==> src/rtl/dma_acu_pkg.sv <==
package dma_acu_pkg;

    localparam int DEF_CH = 4;
    localparam int DEF_AW = 16;
    localparam int DEF_CW = 16;

    typedef struct packed {
        logic auto_init;
        logic down;
    } ch_mode_t;

    typedef enum logic [1:0] {
        END_NONE  = 2'd0,
        END_COUNT = 2'd1,
        END_EXT   = 2'd2
    } end_kind_t;

    function automatic end_kind_t classify_end(input logic count_out, input logic ext_stop);
        if (count_out)
            return END_COUNT;
        else if (ext_stop)
            return END_EXT;
        else
            return END_NONE;
    endfunction

endpackage

==> src/rtl/dma_acu_chregs.sv <==
module dma_acu_chregs #(
    parameter int AW = 16,
    parameter int CW = 16
) (
    input  logic          clk,
    input  logic          rst,
    input  logic          wr_addr,
    input  logic [AW-1:0] addr_data,
    input  logic          wr_cnt,
    input  logic [CW-1:0] cnt_data,
    input  logic          step,
    input  logic          down,
    input  logic          reload,
    output logic [AW-1:0] cur_addr,
    output logic [CW-1:0] cur_cnt,
    output logic          cnt_zero
);
    localparam logic [AW-1:0] A_ONE = {{(AW-1){1'b0}}, 1'b1};
    localparam logic [CW-1:0] C_ONE = {{(CW-1){1'b0}}, 1'b1};

    logic [AW-1:0] base_addr;
    logic [CW-1:0] base_cnt;

    always_ff @(posedge clk) begin
        if (rst) begin
            base_addr <= '0;
            cur_addr  <= '0;
        end else if (wr_addr) begin
            base_addr <= addr_data;
            cur_addr  <= addr_data;
        end else if (reload) begin
            cur_addr  <= base_addr;
        end else if (step) begin
            cur_addr  <= down ? (cur_addr - A_ONE) : (cur_addr + A_ONE);
        end
    end

    always_ff @(posedge clk) begin
        if (rst) begin
            base_cnt <= '0;
            cur_cnt  <= '0;
        end else if (wr_cnt) begin
            base_cnt <= cnt_data;
            cur_cnt  <= cnt_data;
        end else if (reload) begin
            cur_cnt  <= base_cnt;
        end else if (step) begin
            cur_cnt  <= cur_cnt - C_ONE;
        end
    end

    assign cnt_zero = (cur_cnt == '0);


    addr_up_chk: assert property (@(posedge clk) disable iff (rst)
        (step && !wr_addr && !reload && !down) |=> (cur_addr == $past(cur_addr) + A_ONE));


    addr_down_chk: assert property (@(posedge clk) disable iff (rst)
        (step && !wr_addr && !reload && down) |=> (cur_addr == $past(cur_addr) - A_ONE));


    cnt_step_chk: assert property (@(posedge clk) disable iff (rst)
        (step && !wr_cnt && !reload) |=> (cur_cnt == $past(cur_cnt) - C_ONE));


    idle_hold_chk: assert property (@(posedge clk) disable iff (rst)
        (!step && !wr_addr && !wr_cnt && !reload) |=> ($stable(cur_addr) && $stable(cur_cnt)));

endmodule

==> src/rtl/dma_acu_chstate.sv <==
module dma_acu_chstate
    import dma_acu_pkg::*;
(
    input  logic     clk,
    input  logic     rst,
    input  logic     wr_mode,
    input  ch_mode_t mode_in,
    input  logic     unmask,
    input  logic     count_out,
    input  logic     ext_stop,
    input  logic     clr,
    output ch_mode_t mode,
    output logic     active,
    output logic     tc_flag,
    output logic     reload
);
    end_kind_t end_kind;
    logic      term;

    always_comb begin
        end_kind = classify_end(count_out, ext_stop);
        term     = (end_kind != END_NONE);
        reload   = term && mode.auto_init;
    end

    always_ff @(posedge clk) begin
        if (rst)
            mode <= '0;
        else if (wr_mode)
            mode <= mode_in;
    end

    always_ff @(posedge clk) begin
        if (rst)
            active <= 1'b0;
        else if (term && !mode.auto_init)
            active <= 1'b0;
        else if (unmask)
            active <= 1'b1;
    end

    always_ff @(posedge clk) begin
        if (rst)
            tc_flag <= 1'b0;
        else if (end_kind == END_COUNT)
            tc_flag <= 1'b1;
        else if (clr)
            tc_flag <= 1'b0;
    end


    self_mask_chk: assert property (@(posedge clk) disable iff (rst)
        ((count_out || ext_stop) && !mode.auto_init) |=> !active);


    stay_on_chk: assert property (@(posedge clk) disable iff (rst)
        ((count_out || ext_stop) && mode.auto_init && active) |=> active);


    flag_set_chk: assert property (@(posedge clk) disable iff (rst)
        count_out |=> tc_flag);


    ext_noflag_chk: assert property (@(posedge clk) disable iff (rst)
        (ext_stop && !count_out && !tc_flag) |=> !tc_flag);

endmodule

==> src/rtl/dma_acu.sv <==
module dma_acu
    import dma_acu_pkg::*;
#(
    parameter int NUM_CH = DEF_CH,
    parameter int AW     = DEF_AW,
    parameter int CW     = DEF_CW,
    localparam int SW    = (NUM_CH > 1) ? $clog2(NUM_CH) : 1,
    localparam int DW    = (AW > CW) ? AW : CW
) (
    input  logic              clk,
    input  logic              rst,
    input  logic [SW-1:0]     cfg_sel,
    input  logic              cfg_addr_we,
    input  logic              cfg_cnt_we,
    input  logic [DW-1:0]     cfg_data,
    input  logic              cfg_mode_we,
    input  logic              cfg_down,
    input  logic              cfg_auto,
    input  logic              cfg_unmask,
    input  logic [SW-1:0]     xfer_sel,
    input  logic              xfer_step,
    input  logic              eop_in,
    input  logic [NUM_CH-1:0] tc_clr,
    output logic [AW-1:0]     view_addr,
    output logic [CW-1:0]     view_cnt,
    output logic [NUM_CH-1:0] tc_flags,
    output logic [NUM_CH-1:0] ch_active,
    output logic              eop_out
);
    logic [AW-1:0]     addr_arr [NUM_CH];
    logic [CW-1:0]     cnt_arr  [NUM_CH];
    logic [NUM_CH-1:0] count_out_vec;
    logic [NUM_CH-1:0] ext_vec;
    logic [NUM_CH-1:0] step_vec;
    ch_mode_t          mode_in;

    assign mode_in = '{auto_init: cfg_auto, down: cfg_down};

    for (genvar i = 0; i < NUM_CH; i++) begin : g_ch
        logic     cfg_hit;
        logic     xfer_hit;
        logic     cnt_zero;
        logic     reload;
        ch_mode_t mode;

        assign cfg_hit          = (cfg_sel == SW'(i));
        assign xfer_hit         = (xfer_sel == SW'(i)) && ch_active[i];
        assign step_vec[i]      = xfer_step && xfer_hit;
        assign count_out_vec[i] = step_vec[i] && cnt_zero;
        assign ext_vec[i]       = eop_in && xfer_hit;

        dma_acu_chregs #(.AW(AW), .CW(CW)) u_regs (
            .clk       (clk),
            .rst       (rst),
            .wr_addr   (cfg_addr_we && cfg_hit),
            .addr_data (cfg_data[AW-1:0]),
            .wr_cnt    (cfg_cnt_we && cfg_hit),
            .cnt_data  (cfg_data[CW-1:0]),
            .step      (step_vec[i]),
            .down      (mode.down),
            .reload    (reload),
            .cur_addr  (addr_arr[i]),
            .cur_cnt   (cnt_arr[i]),
            .cnt_zero  (cnt_zero)
        );

        dma_acu_chstate u_state (
            .clk       (clk),
            .rst       (rst),
            .wr_mode   (cfg_mode_we && cfg_hit),
            .mode_in   (mode_in),
            .unmask    (cfg_unmask && cfg_hit),
            .count_out (count_out_vec[i]),
            .ext_stop  (ext_vec[i]),
            .clr       (tc_clr[i]),
            .mode      (mode),
            .active    (ch_active[i]),
            .tc_flag   (tc_flags[i]),
            .reload    (reload)
        );
    end

    always_comb begin
        view_addr = addr_arr[xfer_sel];
        view_cnt  = cnt_arr[xfer_sel];
    end

    always_ff @(posedge clk) begin
        if (rst)
            eop_out <= 1'b0;
        else
            eop_out <= |count_out_vec;
    end


    eop_pulse_chk: assert property (@(posedge clk) disable iff (rst)
        eop_out |=> !eop_out);


    eop_cause_chk: assert property (@(posedge clk) disable iff (rst)
        $rose(eop_out) |-> $past(xfer_step));


    one_step_chk: assert property (@(posedge clk) disable iff (rst)
        $onehot0(step_vec));


    ext_no_eop_chk: assert property (@(posedge clk) disable iff (rst)
        (|ext_vec && !(|count_out_vec)) |=> !eop_out);

endmodule

==> config.mk <==
export PLATFORM = sky130hd
export DESIGN_NAME = dma_acu
export DESIGN_NICKNAME = d
export VERILOG_FILES = /design/src/rtl/dma_acu_pkg.sv /design/src/rtl/dma_acu_chregs.sv /design/src/rtl/dma_acu_chstate.sv /design/src/rtl/dma_acu.sv
export SDC_FILE = /design/constraint.sdc
export NUM_CORES = 1
export LEC_CHECK = 0
export BUFFER_PORTS_ARGS = -buffer_cell sky130_fd_sc_hd__buf_2
export CAP_MARGIN = 20
export CORE_UTILIZATION = 60
export CTS_CLUSTER_DIAMETER = 200
export DETAILED_ROUTE_END_ITERATION = 10
export MAX_ROUTING_LAYER = met4
export PLACE_DENSITY = 0.76
export SKIP_LAST_GASP = 1
export SLEW_MARGIN = 20
export SYNTH_ARGS = -nofsm -noshare
export SYNTH_HDL_FRONTEND = slang
export SYNTH_HIERARCHICAL = 1
export SYNTH_SLANG_ARGS = --single-unit
==> constraint.sdc <==
create_clock -name clk -period 3.5 [get_ports clk]
set_input_delay 0.175 -clock clk [delete_from_list [all_inputs] [get_ports clk]]
set_output_delay 0.175 -clock clk [all_outputs]
set_load 0.01 [all_outputs]
==> key figures <==
Outcome
  • Run status: finished, final reports clean

Synth
  • Cell count after synthesis: ~2100
  • Most frequently used cell type in the post-synthesis netlist: sky130_fd_sc_hd__dfxtp_1
  • Flops & latches, synth: around 270
  • Count of flip-flops with a built-in enable after synthesis: 0
  • Post-Syn Area: ~17000 um2
  • Fraction of the yosys area taken by sequential cells: 0.3236
  • Mux cell area share after synthesis: 0.08832
  • Count of cell types in the netlist: 78
  • Post-Syn Nets: approximately 2200
  • Top cells by area, synth: sky130_fd_sc_hd__dfxtp_1 (32%), sky130_fd_sc_hd__a21oi_1 (6.8%), sky130_fd_sc_hd__nand2_1 (5.5%)
  • Most used DFF post-synth: sky130_fd_sc_hd__dfxtp_1
  • Main combinational cell family by area after synthesis: simple AND/OR/NAND/NOR gates
  • Average cell area after synthesis: 8.034 um2
  • FFs w/ async S/R, synth: 0
  • Fraction of the mapped netlist area in adder cells: 0.05216
  • Synthesis warning total: 6
  • Synth top area share: 0.3236
  • Area fraction in and, or, nand and nor cells after synthesis: 0.2250
  • Top cell type by total area after synthesis: sky130_fd_sc_hd__dfxtp_1
  • Top cells by instance count after synthesis: sky130_fd_sc_hd__dfxtp_1 (273), sky130_fd_sc_hd__nand2_1 (246), sky130_fd_sc_hd__nor2_1 (239), sky130_fd_sc_hd__a21oi_1 (228), sky130_fd_sc_hd__o21ai_0 (97)
  • Post-synthesis compound-gate area fraction: 0.2234
  • Synthesized-area fraction occupied by xor and xnor cells: 0.04253

Global route
  • Number of antenna violations at the first check in global routing: 3
  • Busiest layer in global routing: met2
  • Global-route wire length before repair: 86600 um
  • Fraction of met1 tracks used by global routing: 0.5457
  • Maximum number of pins on one net before global-route repair: ~110
  • Vias in the first global route: between 10000 and 15000
  • GRT Residual Overflow: 0
  • Met2 layer usage reported by global route: 0.5939
  • Global routing usage on met3: 0.06833
  • Total Routing Usage GR: 0.3983

Place
  • Worst slack at placement: about 0.4 ns
  • Placed Cells incl. Taps: 2471
  • Count of buffers inserted at the top-level ports: 74
  • Final GP Congestion: between 1 and 1.5
  • Area of placed instances: approximately 18000 um2
  • Post-detailed-placement half-perimeter wirelength: ~40000 um

Power
  • Areal power density over the cells: between 400 and 500 nW/um2
  • Peak ir drop on the vdd network: approximately 0.45 mV
  • Total leakage power: just over 7 nW

Clock tree
  • Root cell of the clock tree: sky130_fd_sc_hd__clkbuf_16
  • H-tree levels: 1
  • Count of hold buffers inserted by post-cts repair: 5
  • Clk pin slew, worst setup/hold paths: around 0.060 ns
  • Number of buffers inserted by post-CTS setup repair: 0
  • Clock insertion delay at the later pin of the skew report: 0.57 ns
  • Number of buffers created by CTS: 31
  • TritonCTS clock tree: done
  • Clock sink total: between 200 and 300
  • Maximum clock insertion buffer count: 3
  • CTS resizes: 0

STA
  • Post-route minimum period: around 3.2 ns
  • Final number of setup-violating endpoints: 0
  • Final worst clock skew: between 0.01 and 0.015 ns
  • Pin slew with the least headroom to its limit: between 0.8 and 0.9 ns
  • Maximum clock frequency: ~310 MHz
  • Sum Neg Setup Slack: 0 ns
  • Slew headroom: 0.4247
  • Endpoints failing hold: 0
  • Post-layout worst setup margin: just over 0.3 ns
  • Period Utilization, post-route: 0.9130
  • Setup repair after global routing missed its margin: no
  • Number of slew-limit violations in the final report: 0

Flow run
  • Max-cap violations: 0

Floorplan
  • Die Footprint: approximately 29000 um2
  • Site Rows: a little over 60
  • Starting Density: 0.6095
  • Core area: approximately 28000 um2
  • Vertical die dimension: ~170 um
  • Count of boundary I/O pins: 75
  • Horizontal die dimension: 169.8 um

Route
  • DR iter-0 viols: ~2000
  • Wire per inst: around 22 um
  • Count of unresolved DRC violations after routing: 0
  • Final routed wirelength across all metal layers: ~56000 um
  • Residual antenna-violating net count after detailed routing: 0
  • Count of vias placed by the detailed router: 16690
  • Drt first pass iters: 9
  • Detail-routed via count per cell: around 6.6

Critical path
  • Nature of the critical path startpoint: flop
  • Maximum fanout along the worst path: 27
  • Crit path capture type: flop
  • Kind of critical path: reg -> reg
  • Worst path required time: roughly 4.0 ns
  • Data arrival time of the critical path: approximately 3.7 ns

Finish
  • Fraction of the core area covered by cells at the end of the flow: 0.6769
  • Area of the multi-input gates: approximately 11000 um2
  • Post-layout net count: around 2200
  • Share of layout cells above drive strength 1: 0.1138
  • Non-Filler Cell Area, Final: approximately 19000 um2
  • Sequential cell area in the final layout: 5465 um2
  • Filler instances: 2387
  • Number of standard cells in the layout, taps in and fillers out: between 2000 and 3000
  • Area added between synthesis and finish: 11.05%

Worst hold path
  • Hold Crit Class: in -> reg
## path summary, 6_finish.rpt
kind	to	from	cells past startpoint	slack, ns
max	g_ch[1].u_regs/cur_addr[13]$_SDFFE_PP0P_	g_ch[1].u_regs/cur_cnt[7]$_SDFFE_PP0P_	13	0.30
min reg2reg	g_ch[2].u_regs/base_addr[7]$_SDFFE_PP0P_	g_ch[2].u_regs/base_addr[7]$_SDFFE_PP0P_	2	0.46
max reg2reg	g_ch[1].u_regs/cur_addr[13]$_SDFFE_PP0P_	g_ch[1].u_regs/cur_cnt[7]$_SDFFE_PP0P_	13	0.30
min	g_ch[1].u_state/tc_flag$_SDFFE_PP0P_	tc_clr[1]	3	0.08
## layout by cell type, fill, tap and decap left out, drive strengths merged, types with 38 or more instances in the layout
cell	instances
a21oi	229
buf	116
clkbuf	46
dfxtp	273
ha	64
inv	62
mux2i	77
nand2	249
nand3	38
nor2	243
nor3	44
o21ai	99
xnor2	62
## kinds of logic after synthesis
group	Yosys count
muxes	109
adders and majority gates	68
xor gates and xnor gates	82
buffers and inverters	190
AOI/OAI and AO/OA	595
and+or+nand+nor	785
DFF	273
## through the flow
step / hold slack (ns) / power, mW
6_report: 0.08397 / 8.196
5_1_grt: 0.06228 / 8.441
4_1_cts: 0.06730 / 8.174
3_5_place_dp: 0.4511 / 4.635
3_3_place_gp: 0.4421 / 4.615
2_1_floorplan: 0.2474 / 4.238
## state kept, by name, indices dropped and copies added, names as in the netlist
signal	cells
g_ch.u_state/active	4
g_ch.u_regs/base_cnt	64
g_ch.u_regs/base_addr	64
g_ch.u_regs/cur_addr	64
g_ch.u_state/mode	8
eop_out	1
g_ch.u_state/tc_flag	4
g_ch.u_regs/cur_cnt	64
## worst max-delay path: stages (launching register included)
cell	delay, ns
sky130_fd_sc_hd__dfxtp_1	0.34
sky130_fd_sc_hd__nor2_1	0.23
sky130_fd_sc_hd__and3b_1	0.26
sky130_fd_sc_hd__nor3b_1	0.29
sky130_fd_sc_hd__and4_1	0.25
sky130_fd_sc_hd__and4_1	0.28
sky130_fd_sc_hd__nor2_2	0.08
sky130_fd_sc_hd__nor2b_4	0.13
sky130_fd_sc_hd__buf_4	0.30
sky130_fd_sc_hd__or3_1	0.37
sky130_fd_sc_hd__or2_2	0.17
sky130_fd_sc_hd__o2111ai_1	0.10
sky130_fd_sc_hd__a41o_1	0.24
sky130_fd_sc_hd__nor2_1	0.07
## power breakdown
| group | switching [mW] | internal [mW] |
|---|---|---|
| combinational | 0.740 | 0.472 |
| clock | 1.35 | 2.22 |
| sequential | 0.168 | 3.24 |
| total | 2.26 | 5.94 |
## cell type report
| cell class | instances | share of cell area |
|---|---|---|
| multi-input combinational | 1639 | 0.5699 |
| antenna | 4 | 0.0005338 |
| timing repair buffer | 122 | 0.04077 |
| tap | 378 | 0.02522 |
| inverter | 64 | 0.01281 |
| clock buffer | 45 | 0.04844 |
| sequential | 273 | 0.2914 |
| clock inverter | 10 | 0.01088 |
## layer usage
metal	share of wire	vias to the layer above
li1	-	7697
met1	0.42	7893
met2	0.44	940
met3	0.11	163
met4	0.036	0
met5	0	-
No activity file was read; power rests on OpenSTA's default activity.
